**src/rtl/mra_pkg.sv**
```systemverilog
package mra_pkg;
  typedef enum logic [1:0] {
    ST_IDLE     = 2'd0,
    ST_CQ       = 2'd1,
    ST_REF_ISS  = 2'd2,
    ST_REF_WAIT = 2'd3
  } arb_state_e;
endpackage

```
**src/rtl/mra_refresh_timer.sv**
```systemverilog
module mra_refresh_timer #(
  parameter int INT_W = 16
) (
  input  logic             clk_i,
  input  logic             rst_ni,
  input  logic [INT_W-1:0] interval_i,
  output logic             tick_o
);
  logic [INT_W-1:0] cnt_q;
  logic             enabled;

  assign enabled = (interval_i != '0);
  // >= guards against a period lowered below the running count
  assign tick_o  = enabled && (cnt_q >= interval_i - 1'b1);

  always_ff @(posedge clk_i or negedge rst_ni) begin
    if (!rst_ni)       cnt_q <= '0;
    else if (!enabled) cnt_q <= '0;
    else if (tick_o)   cnt_q <= '0;
    else               cnt_q <= cnt_q + 1'b1;
  end
endmodule

```
**src/rtl/mra_pending_ctr.sv**
```systemverilog
module mra_pending_ctr #(
  parameter int PEND_W = 4
) (
  input  logic              clk_i,
  input  logic              rst_ni,
  input  logic              inc_i,
  input  logic              dec_i,
  output logic [PEND_W-1:0] pend_o,
  output logic              ovf_o
);
  localparam logic [PEND_W-1:0] PendMax = {PEND_W{1'b1}};

  logic [PEND_W-1:0] pend_q;
  logic              ovf_q;
  logic              at_max;

  assign at_max = (pend_q == PendMax);

  always_ff @(posedge clk_i or negedge rst_ni) begin
    if (!rst_ni) begin
      pend_q <= '0;
      ovf_q  <= 1'b0;
    end else begin
      if (inc_i && !dec_i) begin
        if (at_max) ovf_q  <= 1'b1;
        else        pend_q <= pend_q + 1'b1;
      end else if (dec_i && !inc_i) begin
        pend_q <= pend_q - 1'b1;
      end
    end
  end

  assign pend_o = pend_q;
  assign ovf_o  = ovf_q;

  p_no_underflow_r8: assert property (@(posedge clk_i) disable iff (!rst_ni)
    dec_i |-> (pend_q != '0));
  p_sat_hold_r3: assert property (@(posedge clk_i) disable iff (!rst_ni)
    (at_max && inc_i && !dec_i) |=> (pend_q == PendMax && ovf_q));
  p_ovf_sticky_r3: assert property (@(posedge clk_i) disable iff (!rst_ni)
    ovf_q |=> ovf_q);
endmodule

```
**src/rtl/mra_arb_fsm.sv**
```systemverilog
module mra_arb_fsm
  import mra_pkg::*;
#(
  parameter int TXN_W = 4
) (
  input  logic             clk_i,
  input  logic             rst_ni,
  input  logic             cq_req_i,
  input  logic             cq_txn_done_i,
  input  logic [TXN_W-1:0] tenure_limit_i,
  input  logic             ref_pend_i,
  input  logic             ref_done_i,
  output logic             cq_gnt_o,
  output logic             ref_gnt_o,
  output logic             ref_issue_o
);
  arb_state_e       state_q, state_d;
  logic [TXN_W-1:0] tcnt_q, tcnt_d;
  logic [TXN_W:0]   lim_eff;
  logic [TXN_W:0]   tcnt_inc;
  logic             last_txn;

  assign lim_eff  = (tenure_limit_i == '0) ? {{TXN_W{1'b0}}, 1'b1} : {1'b0, tenure_limit_i};
  assign tcnt_inc = {1'b0, tcnt_q} + 1'b1;
  assign last_txn = cq_txn_done_i && (tcnt_inc >= lim_eff);

  always_comb begin
    state_d = state_q;
    tcnt_d  = tcnt_q;
    unique case (state_q)
      ST_IDLE: begin
        if (ref_pend_i) begin
          state_d = ST_REF_ISS;
        end else if (cq_req_i) begin
          state_d = ST_CQ;
          tcnt_d  = '0;
        end
      end
      ST_CQ: begin
        if (!cq_req_i || last_txn) state_d = ST_IDLE;
        else if (cq_txn_done_i)    tcnt_d  = tcnt_q + 1'b1;
      end
      ST_REF_ISS:  state_d = ST_REF_WAIT;
      ST_REF_WAIT: begin
        if (ref_done_i) state_d = ref_pend_i ? ST_REF_ISS : ST_IDLE;
      end
      default: state_d = ST_IDLE;
    endcase
  end

  always_ff @(posedge clk_i or negedge rst_ni) begin
    if (!rst_ni) begin
      state_q <= ST_IDLE;
      tcnt_q  <= '0;
    end else begin
      state_q <= state_d;
      tcnt_q  <= tcnt_d;
    end
  end

  assign cq_gnt_o    = (state_q == ST_CQ);
  assign ref_issue_o = (state_q == ST_REF_ISS);
  assign ref_gnt_o   = (state_q == ST_REF_ISS) || (state_q == ST_REF_WAIT);

  p_tenure_cap_r4: assert property (@(posedge clk_i) disable iff (!rst_ni)
    cq_gnt_o |-> ({1'b0, tcnt_q} < lim_eff));
  p_no_preempt_r6: assert property (@(posedge clk_i) disable iff (!rst_ni)
    $rose(ref_gnt_o) |-> !$past(cq_gnt_o));
  p_ref_first_r7: assert property (@(posedge clk_i) disable iff (!rst_ni)
    (!cq_gnt_o && !ref_gnt_o && ref_pend_i) |=> ref_gnt_o);
  p_strobe_pulse_r8: assert property (@(posedge clk_i) disable iff (!rst_ni)
    ref_issue_o |=> (!ref_issue_o && ref_gnt_o));
  p_drain_r8: assert property (@(posedge clk_i) disable iff (!rst_ni)
    (ref_gnt_o && !ref_issue_o && ref_done_i && ref_pend_i) |=> ref_issue_o);
endmodule

```
**src/rtl/mem_refresh_arbiter.sv**
```systemverilog
module mem_refresh_arbiter #(
  parameter int INT_W  = 16,
  parameter int TXN_W  = 4,
  parameter int PEND_W = 4
) (
  input  logic              clk_i,
  input  logic              rst_ni,
  input  logic [INT_W-1:0]  refresh_interval_i,
  input  logic [TXN_W-1:0]  tenure_limit_i,
  input  logic              cq_req_i,
  input  logic              cq_txn_done_i,
  input  logic              ref_done_i,
  output logic              cq_gnt_o,
  output logic              ref_gnt_o,
  output logic              ref_issue_o,
  output logic [PEND_W-1:0] ref_pending_o,
  output logic              ref_overflow_o
);
  logic tick;
  logic pend_nz;

  mra_refresh_timer #(.INT_W(INT_W)) u_timer (
    .clk_i      (clk_i),
    .rst_ni     (rst_ni),
    .interval_i (refresh_interval_i),
    .tick_o     (tick)
  );

  mra_pending_ctr #(.PEND_W(PEND_W)) u_pend (
    .clk_i  (clk_i),
    .rst_ni (rst_ni),
    .inc_i  (tick),
    .dec_i  (ref_issue_o),
    .pend_o (ref_pending_o),
    .ovf_o  (ref_overflow_o)
  );

  assign pend_nz = (ref_pending_o != '0);

  mra_arb_fsm #(.TXN_W(TXN_W)) u_fsm (
    .clk_i          (clk_i),
    .rst_ni         (rst_ni),
    .cq_req_i       (cq_req_i),
    .cq_txn_done_i  (cq_txn_done_i),
    .tenure_limit_i (tenure_limit_i),
    .ref_pend_i     (pend_nz),
    .ref_done_i     (ref_done_i),
    .cq_gnt_o       (cq_gnt_o),
    .ref_gnt_o      (ref_gnt_o),
    .ref_issue_o    (ref_issue_o)
  );

  p_gnt_mutex_r10: assert property (@(posedge clk_i) disable iff (!rst_ni)
    !(cq_gnt_o && ref_gnt_o));
endmodule

```
**config.mk**
```make
export PLATFORM = sky130hd
export DESIGN_NAME = mem_refresh_arbiter
export DESIGN_NICKNAME = d
export VERILOG_FILES = /design/src/rtl/mra_pkg.sv /design/src/rtl/mra_refresh_timer.sv /design/src/rtl/mra_pending_ctr.sv /design/src/rtl/mra_arb_fsm.sv /design/src/rtl/mem_refresh_arbiter.sv
export SDC_FILE = /design/constraint.sdc
export NUM_CORES = 1
export LEC_CHECK = 0
export BUFFER_PORTS_ARGS = -buffer_cell sky130_fd_sc_hd__buf_2
export CORE_UTILIZATION = 55
export DETAILED_ROUTE_END_ITERATION = 10
export HOLD_SLACK_MARGIN = 0.1
export PLACE_DENSITY = 0.74
export SLEW_MARGIN = 40
export SYNTH_ARGS = -nofsm -noshare
export SYNTH_HDL_FRONTEND = slang
export SYNTH_HIERARCHICAL = 1
export SYNTH_SLANG_ARGS = --single-unit
```
**constraint.sdc**
```tcl
create_clock -name clk_i -period 9 [get_ports clk_i]
set_clock_uncertainty 0.15 [all_clocks]
set_input_delay 2.25 -clock clk_i [delete_from_list [all_inputs] [get_ports clk_i]]
set_output_delay 2.25 -clock clk_i [all_outputs]
set_load 0.02 [all_outputs]
```
Yosys cells after proc, flatten, opt, wreduce, memory -nomap -nowiden
Index checks and enable logic that the tools add are counted.

storage, ports and cells
  word-level logic and storage cells = 61
  input port bits = 25
  bits in registers = 27
  output and inout bits = 8

operators by class
  eq/ne operators = 12
  order comparisons = 2
  reductions and logical operators = 19
  $add $sub $neg = 6
  muxes and demuxes = 17

operator list
  operator                                               number
  2-to-1 mux 16 bit                                      2
  2-to-1 mux 4 bit                                       8
  adder 16 x 1 -> 16 bit, second input constant          1
  >= comparator 16 bit                                   1
  nonzero test 16 bit                                    1
  subtractor 16 x 1 -> 16 bit, second input constant     1
  inequality test 2 bit, second input constant           6
  2-to-1 mux 2 bit                                       5
  adder 4 x 1 -> 4 bit, second input constant            2
  case mux 2 bit (4 select lines)                        1
  case mux 4 bit (2 select lines)                        1
  adder 4 x 1 -> 5 bit, second input constant            1
  >= comparator 5 bit                                    1
  AND reduction 5 bit                                    1
  == test 2 bit, second input constant                   2
  == test 4 bit, second input constant                   1
  logical AND 1 bit                                      4
  zero test 4 bit                                        1
  AND reduction 2 bit                                    2
  nonzero test 2 bit                                     2
  nonzero test 4 bit                                     1
  subtractor 4 x 1 -> 4 bit, second input constant       1
  zero test 1 bit                                        3
  inequality test 3 x 2 -> 1 bit, second input constant  1
  5 further kinds                                        6

Logic depth before layout (Yosys ltp)
Gate-level depths: netlist (run 1).

  depth in word-level cells = 7
  depth in mapped cells = 17
  depth with buffers taken out = 17

By module
The synthesis (run 1) kept the hierarchy.

by module, submodules not included
  module               area each (um^2)  cells each  seq. area each (um^2)  instances
  mra_refresh_timer    1460.2            154         400.4                  1
  mra_arb_fsm          519.2             63          150.1                  1
  mra_pending_ctr      369.1             34          125.1                  1
  mem_refresh_arbiter  7.5               1           0.0                    1

Least setup slack after synthesis (run 1)
OpenSTA, ideal clock, no wires.

  path kind = input-to-reg
  start = in refresh_interval_i[2]
  end = reg u_pend.pend_q[3], in the netlist u_pend/pend_o[3]
  slack = 2.895 ns
  buffers on the path = 0
  cell stages on the path = 16
  setup time = 0.096 ns
  data arrival time = 5.859 ns
  data required time = 8.754 ns
  cell sequence = nor4_1 > nand2_1 > or3_1 > nor3_1 > xnor2_1 > ha_1 > nand2_1 > or3_1 > a2111oi_1 > o31a_2 > and2b_4 > inv_2 > ha_1 > a21oi_1 > a2111oi_4 > nor4_2

between the ends
  longest elaborated chain between the ends = 7
  elaborated cells on any way between the ends = 11
  those cells by class = add/sub (1); order compare (1); eq/ne (1); mux (1); reduce/logical (7)

ends and longest elaborated chain
  what                                  line                       RTL
  start: declaration                    mem_refresh_arbiter.sv:8   input logic [INT_W-1:0] refresh_interval_i,
  subtractor 16 x 1 -> 16 bit           mra_refresh_timer.sv:14    assign tick_o = enabled && (cnt_q >= interval_i - 1'b1);
  >= comparator 16 bit                  mra_refresh_timer.sv:14
  logical AND 1 bit *                   mra_refresh_timer.sv:14
  named net tick                        mem_refresh_arbiter.sv:19  logic tick;
  zero test 1 bit                       mra_pending_ctr.sv:27      end else if (dec_i && !inc_i) begin
  logical AND 1 bit                     mra_pending_ctr.sv:27
  nonzero test 2 bit (no source line)   --
  AND reduction 2 bit (no source line)  --
  end signal: assignment                mra_pending_ctr.sv:26      else pend_q <= pend_q + 1'b1;
  end signal: assignment                mra_pending_ctr.sv:28      pend_q <= pend_q - 1'b1;
  end: declaration                      mra_pending_ctr.sv:13      logic [PEND_W-1:0] pend_q;

The timed path passes the listed nets; every way through them passes the cells marked *.
A chain may end at the register's enable or synchronous reset.

Worst setup path in the final report (run 1)
Ends and elaborated chain as after synthesis.

==> flow_summary.toml, run 1 <==
[hold_path]
hold_class = "register to register"

[route]
initialDrtViolationCount = 58
route.detailed.drc = 0
drt_wl_total_um = 4560
ant_nets = 0
num_vias = 1924
wl_per_cell_um = 13.6
drtPass1Iterations = 4
viasPerCell = 5.74

[timing]
setup_slack_ns = 2.59
finalCriticalPeriod_ns = 6.41
setup_viol = 0
worst_pin_slew_ns = 0.647
fin_tns_setup_ns = 0
finalHoldViolCount = 0
min_period_over_period = 0.712
rsz0062_at_grt = "false"
holdWs_ns = 0.323
slew-limit-headroom = 0.569
finalMaxSlewViolations = 0
fmax_ghz = 0.156

[synthesis]
avgSynthCellArea_um2 = 9.35
synthArstFlopShare = 1.00
syn-num-nets = 304
seq_area_frac_synth = 0.287
synth.most_common_cell = "dfrtp_1"
yosysTopAreaCell = "dfrtp_1"
ys.flop_type = "dfrtp_1"
synth_area_leaders = "dfrtp_1 (29%), ha_1 (14%), xor2_1 (6.3%)"
synth-seq-cells = 27
synth_cell_types = 56
ys_warn_count = 6
synthesis.area_um2 = 2360
synth_edf_count = 0
synthCells = 252
synthTopCellsByCount = "dfrtp_1 (27), ha_1 (26), nor2_1 (19)"
synth_top_area_frac = 0.287

[power_and_ir_drop]
power.share.sequential = 0.408
intPower_mw = 0.284
p_sw_mw = 0.210
clkPwrFrac = 0.138
p_sw_frac = 0.425
totalPowerFinal_mw = 0.494
power.ir.vdd_worst_mv = 0.149
powerDensity_nw_per_um2 = 191
p_comb_frac = 0.454
power_leakage_nw = 1.13

[floorplan]
die_h_um = 67.5
io_pins = 33
start_util = 0.581
coreArea_um2 = 4060
die_x_um = 67.5
die_area_um2 = 4550
std_cell_rows = 23

[place]
port_buffers = 32
dp_cells = 331
gp_congestion = 0.825
placed_area_um2 = 2540
post-place-ws_ns = 2.34
dpl.hpwl_um = 3540

[critical_path]
reg2regPathDepth = 11
required_ns = 9.03
worstPathArrival_ns = 6.44
cp-end-kind = "register"
cp-startpoint = "refresh_interval_i[2]"
critPathLaunchType = "input port"
reg2reg_to = "u_pend/pend_o[3]"
reg2reg_from = "u_timer/cnt_q[15]"
ff2ff_setup_slack_ns = 5.53
critical_path_class = "input port to register"
crit_end = "u_pend/pend_o[3]"
crit_fanout = 6

[global_routing]
antenna_found_initial = 0
grt_pass1_wl_um = 7380
grt_start_max_net_pins = 28
grt_pass1_vias = 1744
grt.overflow.total = 0
gr-usage-all-layers = 0.216

[clock_tree]
ctsHoldBuffers = 0
worst_skew_pair.late_latency_ns = 0.27
h-tree-depth = 1
cts_resized = 0
clkSinkCount = 27
cts_buffers = 3
cts_root_buf = "clkbuf_8"
clk_pin_slew_worst_paths_ns = 0.09
cts_buffer_depth = 2
cts_setup_buffers = 0
tritoncts = "done"

[finish]
nets = 338
postLayoutCoreUtil = 0.638
area_growth_pct = 9.88
instances_no_fill = 335
antenna_cells = 0
fin_area_um2 = 2590
drive_gt1_frac = 0.218

[run_status]
status = "complete, no violations"

[job]
drv_cap = 0
-- cells by family after synthesis --
family,synth area share
compound gates,0.132
xor+xnor,0.119
fa+ha+maj,0.147
buf+inv,0.0388
flops,0.287
mux,0.00478
simple gates,0.272
-- critical path, stage by stage --
cell	delay, ns
buf_2	0.12
nor4_1	0.55
nand2_1	0.16
or3_1	0.38
nor3_1	0.19
xnor2_1	0.10
ha_1	0.27
nand2_1	0.06
or3_1	0.36
a2111oi_1	0.34
o31a_2	0.28
and2b_4	0.18
inv_2	0.07
ha_1	0.32
a21oi_1	0.38
a2111oi_4	0.13
nor4_2	0.27
-- worst min path at each step --
stage,slack [ns],from,endpoint,cells past startpoint
floorplan,0.32,u_timer/cnt_q[0],u_timer/cnt_q[0],1
global placement,0.31,u_pend/ovf_o,u_pend/ovf_o,1
detailed placement,0.31,u_pend/ovf_o,u_pend/ovf_o,1
CTS,0.33,u_pend/ovf_o,u_pend/ovf_o,1
global route,0.34,u_pend/ovf_o,u_pend/ovf_o,1
finish,0.32,u_pend/ovf_o,u_pend/ovf_o,1
-- routing by layer --
layer  vias up  routed length, um  global-route usage
met5         -                  0                   0
met4         0                 78              0.0878
met3         8                200              0.0152
met2        61               2220               0.388
met1       876               2060               0.265
li1        979                  -                   -
-- cell usage in the layout, fill, tap and decap left out, drive strengths merged, types with 2 or more instances in the layout --
master and n:
clkbuf 4, and3 4, and4 2, nand4b 2
nor2b 3, nor2 29, nand4 6, a21oi 11
nand2 18, o21ai 8, xor2 17, a2111oi 3
or3 2, dfrtp 27, nor3 8, inv 15
o22ai 2, nand2b 4, o311ai 2, buf 32
nor4 7, and2 2, ha 26, a21o 2
xnor2 15, nand3 16
-- power by group through the flow --
| stage | Combinational (mW) | Clock (mW) | Sequential (mW) |
|---|---|---|---|
| floorplan | 0.160 | 0 | 0.202 |
| global placement | 0.217 | 0 | 0.202 |
| detailed placement | 0.224 | 0 | 0.203 |
| CTS | 0.225 | 0.0709 | 0.201 |
| global route | 0.252 | 0.0744 | 0.207 |
| finish | 0.224 | 0.0681 | 0.201 |
-- state kept, by name, summed over array words and instances (netlist names) --
name           flops
u_fsm/state_q      2
u_fsm/tcnt_q       4
u_pend/ovf_o       1
u_pend/pend_o      4
u_timer/cnt_q     16
-- final cells by class --
cell class                 instances  area, um2
clock buffer                       4       45.0
inverter                          15       56.3
multi-input combinational        207       1590
timing repair buffer              32        160
sequential                        27        676
tap                               50       62.6
fill                             357       1470
Power figures use the tool's default switching activity.
==> run 2: changes to the inputs <==
- clock period: 9 -> 6.1 ns (I/O delays scaled with it)
==> flow_summary.toml, run 2 (synthesized netlist as in run 1, its figures left out) <==
[clock_tree]
cts_buffers = 3
clk_pin_slew_worst_paths_ns = 0.09
h-tree-depth = 1
ctsHoldBuffers = 0
cts_buffer_depth = 2
worst_skew_pair.late_latency_ns = 0.26
cts_root_buf = "clkbuf_8"
cts_setup_buffers = 0
clkSinkCount = 27
tritoncts = "done"
cts_resized = 0

[critical_path]
critPathLaunchType = "input port"
critPathMaxStageDelay_ns = 0.52
critical_path_class = "input port to register"
worstPathArrival_ns = 5.58
worstPathCellList = "buf_2, nor4_1, nand2_1, or3_1, nor3_1, xnor2_1, ha_1, nand2_1, or3_1, a2111oi_1, o31a_2, and2b_4, inv_2, ha_1, a21oi_1, a2111oi_4, nor4_2"
cp-startpoint = "refresh_interval_i[2]"
slowest_stage = "nor4_1"
reg2reg_from = "u_timer/cnt_q[15]"
cp-end-kind = "register"
crit_fanout = 6
critPathTopFamily = "simple AND/OR/NAND/NOR gates"
required_ns = 6.13
critPathBufInv = 2

[timing]
finalMaxSlewViolations = 0
rsz0062_at_grt = "false"
worst_pin_slew_ns = 0.582
setup_slack_ns = 0.547
fmax_ghz = 0.180
fin_tns_setup_ns = 0
finalCriticalPeriod_ns = 5.55
setup_viol = 0
slew-limit-headroom = 0.608
min_period_over_period = 0.910
finalHoldViolCount = 0

[finish]
regArea_um2 = 676
drive_gt1_frac = 0.223
final_cell_mix = "buf_2 (32), dfrtp_1 (27), ha_1 (26), nor2_1 (19), nand2_1 (18)"
area_growth_pct = 10.6
max_flop_register = "u_timer/cnt_q"
postLayoutCoreUtil = 0.642
nets = 340
largest_reg_flops = 16
layout_commonest_cell = "buf_2"
n_fill_cell = 353
antenna_cells = 0
multiInputGateArea_um2 = 1590

[global_routing]
gr-usage-all-layers = 0.215
grt.overflow.total = 0
grt_pass1_vias = 1762
grt_pass1_wl_um = 7370
grt_start_max_net_pins = 28
antenna_found_initial = 0

[power_and_ir_drop]
p_sw_frac = 0.422
power.ir.vdd_worst_mv = 0.194
power.share.sequential = 0.412
power_leakage_nw = 1.15
powerDensity_nw_per_um2 = 277
intPower_mw = 0.417
p_comb_frac = 0.452
clkPwrFrac = 0.136
p_sw_mw = 0.305
totalPowerFinal_mw = 0.722

[route]
drtPass1Iterations = 4
num_vias = 1895
drt_wl_total_um = 4430
ant_nets = 0
initialDrtViolationCount = 60
viasPerCell = 5.62
wl_per_cell_um = 13.1
route.detailed.drc = 0

[floorplan]
coreArea_um2 = 4060
die_x_um = 67.5
std_cell_rows = 23
die_area_um2 = 4550
start_util = 0.581
io_pins = 33
die_h_um = 67.5

[place]
dpl.hpwl_um = 3540
port_buffers = 32
gp_congestion = 0.841
post-place-ws_ns = 0.241

[hold_path]
hp-start = "u_pend/ovf_o"
hold_class = "register to register"

[run_status]
status = "complete, no violations"

[job]
drv_cap = 0
run 2: cell count changes in the layout (fill, tap and decap cells not counted):
cell and change:
buf_4 +2, or4b_2 -1, or4b_1 +1, clkinv_2 +1, clkbuf_1 -1
run 2: final timing paths:
kind                                     to  slack, ns  depth (start not counted)
max reg2reg                u_pend/pend_o[3]       2.69                         11
min in group asynchronous   u_fsm/tcnt_q[1]       1.10                          1
min                            u_pend/ovf_o       0.32                          1
max in group asynchronous  u_timer/cnt_q[1]       4.31                          1
max                        u_pend/pend_o[3]       0.55                         17
min reg2reg                    u_pend/ovf_o       0.32                          1
run 2: final cells by class:
class | count | share of cell area
well taps | 50 | 0.0240
multi-input cells | 207 | 0.610
repair buffers | 34 | 0.0672
clock inverters | 1 | 0.00192
inverters | 15 | 0.0216
clock buffers | 3 | 0.0159
flip-flops and latches | 27 | 0.259
run 2: worst reg2reg max path: cells and delay by family (launching register included):
family                   cells  cell delay (ns)
adder cells (fa/ha/maj)      2             0.64
AND/OR/NAND/NOR              4             0.97
buffers and inverters        1             0.07
flip-flops                   1             0.40
AO/OA/AOI/OAI                4             1.09
run 2: power groups by stage:
stage          Combinational, mW  Clock [mW]  Sequential (mW)
6_report                   0.327      0.0980            0.297
5_1_grt                    0.365       0.110            0.308
4_1_cts                    0.330       0.105            0.296
3_5_place_dp               0.329           0            0.299
3_3_place_gp               0.320           0            0.298
2_1_floorplan              0.236           0            0.298
run 2: per-layer routing:
metal | up-vias | track usage | wire, um | share of wire
li1 | 979 | - | - | -
met4 | 0 | 0.0638 | 25 | 0.0056
met1 | 874 | 0.268 | 2120 | 0.48
met2 | 40 | 0.395 | 2140 | 0.48
met5 | - | 0 | 0 | 0
met3 | 2 | 0.0101 | 139 | 0.031
run 2: per-stage QoR:
step	hold slack (ns)	cells	instance area, um2
after floorplan	0.325	252	2360
after global placement	0.309	333	2560
after detailed placement	0.304	333	2560
after CTS	0.324	337	2610
after global routing	0.357	337	2610
final	0.315	337	2610
